[src/rtl/rx_status_fifo.sv]
module rx_status_fifo #(
  parameter int DEPTH    = 256,
  parameter int CHANNELS = 8
) (
  input  logic                        clk,
  input  logic                        rst_n,
  input  logic                        wr_valid,
  input  logic [$clog2(CHANNELS)-1:0] wr_chan,
  input  logic [7:0]                  wr_char,
  input  logic                        wr_frame_err,
  input  logic                        wr_parity_err,
  input  logic                        wr_overrun,
  input  logic                        diag_valid,
  input  logic [7:0]                  diag_byte,
  input  logic                        rd_pop,
  output logic [15:0]                 rd_word,
  output logic                        not_empty
);
  localparam int AW   = $clog2(DEPTH);
  localparam int CH_W = $clog2(CHANNELS);
  localparam logic [AW:0] FULL_CNT = (AW+1)'(DEPTH);

  logic [14:0]         mem [DEPTH];
  logic [AW-1:0]       wr_ptr, rd_ptr;
  logic [AW:0]         count;
  logic [CHANNELS-1:0] ovr_pend;

  logic pop_ok, room, diag_ok, rx_ok, rx_drop, push_ok;
  logic [14:0] entry;

  assign pop_ok  = rd_pop && (count != '0);
  assign room    = (count != FULL_CNT) || pop_ok;
  assign diag_ok = diag_valid && room;
  assign rx_ok   = wr_valid && !diag_valid && room;
  assign rx_drop = wr_valid && !rx_ok;
  assign push_ok = diag_ok || rx_ok;

  assign entry = diag_valid
    ? {3'b000, 4'b0000, diag_byte}
    : {wr_overrun | ovr_pend[wr_chan], wr_frame_err, wr_parity_err,
       {(4-CH_W){1'b0}}, wr_chan, wr_char};

  assign not_empty = (count != '0);
  assign rd_word   = {not_empty, mem[rd_ptr]};

  always_ff @(posedge clk)
    if (push_ok) mem[wr_ptr] <= entry;

  always_ff @(posedge clk or negedge rst_n) begin
    if (!rst_n) begin
      wr_ptr <= '0;
      rd_ptr <= '0;
      count  <= '0;
    end else begin
      if (push_ok) wr_ptr <= wr_ptr + 1'b1;
      if (pop_ok)  rd_ptr <= rd_ptr + 1'b1;
      case ({push_ok, pop_ok})
        2'b10:   count <= count + 1'b1;
        2'b01:   count <= count - 1'b1;
        default: count <= count;
      endcase
    end
  end

  for (genvar c = 0; c < CHANNELS; c++) begin : g_pend
    always_ff @(posedge clk or negedge rst_n) begin
      if (!rst_n)
        ovr_pend[c] <= 1'b0;
      else if (rx_drop && wr_chan == CH_W'(c))
        ovr_pend[c] <= 1'b1;
      else if (rx_ok && wr_chan == CH_W'(c))
        ovr_pend[c] <= 1'b0;
    end
  end
endmodule


[config.mk]
export PLATFORM = sky130hd
export DESIGN_NAME = rx_status_fifo
export DESIGN_NICKNAME = d
export VERILOG_FILES = /design/src/rtl/rx_status_fifo.sv
export SDC_FILE = /design/constraint.sdc
export NUM_CORES = 2
export LEC_CHECK = 0
export CAP_MARGIN = 20
export CORE_MARGIN = 10
export CORE_UTILIZATION = 59
export CTS_BUF_LIST = sky130_fd_sc_hd__clkbuf_8
export DETAILED_ROUTE_END_ITERATION = 12
export GPL_ROUTABILITY_DRIVEN = 1
export HOLD_SLACK_MARGIN = 0.1
export PLACE_DENSITY = 0.78
export SYNTH_ARGS = -nofsm -noshare
export SYNTH_HDL_FRONTEND = slang
export SYNTH_SLANG_ARGS = --single-unit
[constraint.sdc]
create_clock -name clk -period 7.4 [get_ports clk]
set_input_delay 0.74 -clock clk [delete_from_list [all_inputs] [get_ports clk]]
set_output_delay 0.74 -clock clk [all_outputs]
set_load 0.005 [all_outputs]
### After elaboration in Yosys (flattened, before gate mapping)

Memory sizes are Yosys's and may differ from the RTL's.
Index checks and enable logic that the tools add are counted.

* register bits after elaboration: 33
* bits in latches: 0
* RAM bits: 3840
* bits in read-only memories: 0
* memories: 1

* add/subtract/negate cells: 4
* $mul: 0
* divide/modulo/power cells: 0
* $lt $le $gt $ge: 1
* equality and inequality tests: 10
* shifts and indexed selects: 0
* multiplexer cells: 22
* bitwise logic cells: 1
* reductions and logical operators: 36

Memory list
* mem: depth 256, bits a word 15, rd ports 1, clocked after Yosys merged registers in 0, write ports 1, RTL line 23 `logic [14:0] mem [DEPTH];`

Operators with widths (count)
* $logic_and A1 B1 Y1: 21
* $mux W1: 19
* $pmux W9 S2: 1
* $reduce_bool A2 Y1: 9
* $add A8 B1 Y8 const B: 2
* $mux W15: 1
* $eq A3 B3 Y1 const B: 4
* $add A9 B1 Y9 const B: 1
* $ne A9 B9 Y1 const B: 1
* $reduce_bool A9 Y1: 1
* $sub A9 B1 Y9 const B: 1
* $eq A3 B2 Y1 const B: 2
* $lt A3 B4 Y1 const B: 1
* $bmux W1 S3: 1
* $eq A3 B1 Y1 const B: 1
* $logic_not A3 Y1: 1
* $eq A2 B1 Y1 const B: 1
* $eq A2 B2 Y1 const B: 1
* $logic_not A1 Y1: 2
* $logic_or A1 B1 Y1: 2
* $or A1 B1 Y1: 1

### Logic depth before layout (Yosys ltp)

* depth after elaboration: 8
* mapped depth: 14
* gate-level depth less buffers: 13

### Least setup slack after synthesis

Ideal clock, no wire load.

* kind: input port to flip-flop
* start: input diag_valid
* end: memory mem[0][8], data pin
* setup time: 1.454 ns
* arrival: 7.358 ns
* data required time: 5.946 ns
* slack: -1.412 ns
* cell stages on the path: 3
* buffers on the path: 2
* cell sequence: clkbuf_1 clkbuf_1 nor2b_1

* longest elaborated chain between the ends: 1

Ends and longest elaborated chain
* start: declaration: RTL line 13 `input logic diag_valid,`
* $mux W15: RTL line 39 `? {3'b000, 4'b0000, diag_byte}`
* via entry[8]: RTL line 29 `logic [14:0] entry;`
* end: declaration: RTL line 23

The timed path passes the listed nets, and every way through them passes these cells.

### Final worst setup path

* start: register rd_ptr[0]
* end: output rd_word[1]

* longest elaborated chain between the ends: 1

Ends and longest elaborated chain
* start: declaration: RTL line 24 `logic [AW-1:0] wr_ptr, rd_ptr;`
* start signal: assignment: RTL line 56 `if (pop_ok) rd_ptr <= rd_ptr + 1'b1;`
* $mem_v2 Z256 W15
* end: declaration: RTL line 16 `output logic [15:0] rd_word,`

No other way between the ends.

==> run metrics <==
number of enable flip-flop cells after synthesis=3584; layout cells sized above 1=roughly 28%; Fin. Hold Viols=0; syn nets=6414; library cells used by synthesis=between 60 and 70; Detailed Place HPWL=221400 um; final core occ=66.28%; cell count after synthesis=6373; vias in the first global route=about 72k; critical path type=register to output pin; # port buffers=42; final setup TNS=0 ps; die width=between 500 and 600 um; Vias=72.31k; full die area=257200 sq um; Syn. warnings=0; worst path buffer plus inverter count=3; Power Total=57.48 mW; worst skew pair latency=about 1100 ps; layout overhead on the synthesized area=11.52%; violated checks=slew limit; initial antenna violation count=20; NetSw=19.71 mW; ys async rst share=0.9124%; Max stage delay cell, worst path=dfrtp_4; post-synthesis sequential area ratio=77.44%; drt total wl=370000 um; Synth Register Bits=approximately 3.6k; Sw Ratio=34.29%; Core Footprint=235600 sq um; most common cell after layout, fill and taps aside=edfxtp_1; Routed WL per cell=34.96 um; crit path max fanout=28; design area=~160000 sq um; Hold Crit Class=primary input to async pin; Final setup viols=0; Max Buffers Root-to-Sink=4; Final nets=a little over 7k; CTS Sinks=3617; dpl cells=approximately 9.6k; PwrDens=368.0 nW/um^2; Slew HR=-1.544%; CTS clock-pin slew for the worst setup and hold paths=60 ps; clk_skew=approximately 83 ps; GR Overflow Total=0; RSZ-0062 raised after global routing=no; post-synthesis cell area=140000 sq um; CTS Buf Count=573; Post-DP Area=between 100000 and 150000 sq um; Crit path required time=6660 ps; vias per inst=6.832; clock network power share=26.4%; drt drc=0; Root Buffer=clkbuf_8; ys flop type=edfxtp_1; final hold slack=between 300 and 400 ps; pin count of the biggest net entering global routing=212; crit path DAT=6560 ps; Die Ht=507.2 um; post-synth top area share=76.85%; max_cap viols=0; fin worst setup slack=95.70 ps; CP Cell Sequence=buf_12, buf_4, mux4_2, mux2_2, a21oi_1, o21ai_0, a21oi_1, a22oi_1, mux2_2, clkdlybuf4s50_1; ANT nets after route=0; total track usage=between 20 and 30%; Max Fclk=between 100 and 150 MHz; Finished Layout Cells=10.58k; worst-margin pin slew=1523 ps; I/O pins=44; run status=finished with violations; synth top area cells=edfxtp_1 (77%), mux4_2 (14%), mux2i_1 (2.2%); Starting Density=59.43%; Worst Setup End Kind=output pin; LEAKAGE=50.41 nW; commonest non-fill, non-tap cells in the layout=edfxtp_1 (3584), mux4_2 (872), clkbuf_8 (592); Logic pwr share=32.7%; delay-heaviest family, CP=compound AO/OA/AOI/OAI gates; drt pass-1 iters=7; sequential share of power=40.9%; num rows=178; post-route clock period utilization=98.71%; peak supply drop=between 300 and 400 uV; Critical R2R Launch=count[0]; Int Power=37.77 mW; most area-hungry cell type in the Yosys netlist=edfxtp_1; H-tree levels=6; CP startpoint=rd_ptr[0]; global placement routability congestion=0.9026; Largest stage delay, worst path=1040 ps; worst slack, placed=1124 ps; Startpoint Class=register; min Tclk post-route=7304 ps; CTS tree=done; DRT iter0 DRCs=approximately 11k; first-pass GRT wire length=528500 um; Mapped Avg Cell Area=~22 sq um; Final Max Slew Viols=30
==> what timing repair did <==
| item | in CTS | in global routing |
|---|---|---|
| hold buffers | 1 | 0 |
| pin swaps | 1 | 0 |
| endpoints found under the setup margin | 1 | 1 |
| setup buffers | 3 | 0 |
| hold endpoints to repair | 33 | 0 |
| resized for setup | 1 | 1 |
==> layer usage <==
| layer | part of all wire, % | GRT usage, % |
|---|---|---|
| met5 | 0.018 | 0 |
| met4 | 6.7 | 16.17 |
| met3 | 15 | 9.665 |
| met2 | 45 | 41.69 |
| met1 | 34 | 38.27 |
==> synthesized netlist by cell type, types with 18 or more instances <==
cell type	number
edfxtp_1	3584
buf_6	49
a211oi_1	28
o21ai_0	89
nand2_1	152
mux2i_1	310
nor2b_1	18
mux2_2	28
mux4_2	872
a221oi_1	61
o22ai_1	44
o221ai_1	18
nand3_1	32
nor2_1	324
a22oi_1	49
buf_1	38
buf_4	38
a21oi_1	127
dfrtp_1	33
clkbuf_1	148
buf_2	98
nor3_1	23
==> sequential cells by signal, summed over array words and instances (netlist names) <==
name,count
mem,3584
count,9
ovr_pend,8
rd_ptr,8
wr_ptr,8
==> worst reg2reg max path, delay by kind of cell, from the launching register on <==
family | cells | cell delay [ps]
compound gates | 1 | 470
buf+inv | 3 | 1090
flops | 1 | 440
simple gates | 5 | 2110
==> final timing paths <==
| kind | end | slack, ps | cells past startpoint |
|---|---|---|---|
| hold reg to reg | ovr_pend[4] | 510 | 1 |
| min in group clk | mem[16][12] | 430 | 2 |
| setup / recovery | rd_word[1] | 100 | 10 |
| hold / removal | wr_ptr[4] | 310 | 2 |
| setup reg to reg | mem[162][2] | 3010 | 9 |
| max in group asynchronous | rd_ptr[0] | 6410 | 2 |
==> power by group through the flow <==
stage | clock [mW] | sequential, mW | combinational, mW
floorplan | 0 | 23.6 | 11.2
global placement | 0 | 23.9 | 17.9
detailed placement | 0 | 23.9 | 18.1
CTS | 15.3 | 23.5 | 18.2
global route | 16.2 | 23.5 | 19.1
finish | 15.2 | 23.5 | 18.8
==> logic make-up after synthesis <==
group	count (synthesis)	share of synthesized area, %
other	1	0.002678
AO/OA/AOI/OAI	525	2.517
XOR/XNOR	21	0.1313
multiplexers	1210	16.46
AND/OR/NAND/NOR	599	1.797
buffers and inverters	386	1.514
flip-flops	3617	77.44
adder cells (fa/ha/maj)	14	0.1305
==> final cells by class <==
class / instances / area [sq um]
clock inverters: 386 / 1810
multi-input cells: 2370 / 29840
fillers: 14330 / 79460
clock buffers: 592 / 8148
repair buffers: 445 / 3869
diodes: 12 / 30.03
well taps: 3150 / 3941
inverters: 12 / 60.06
flip-flops and latches: 3617 / 108500
Power figures use the tool's default switching activity.
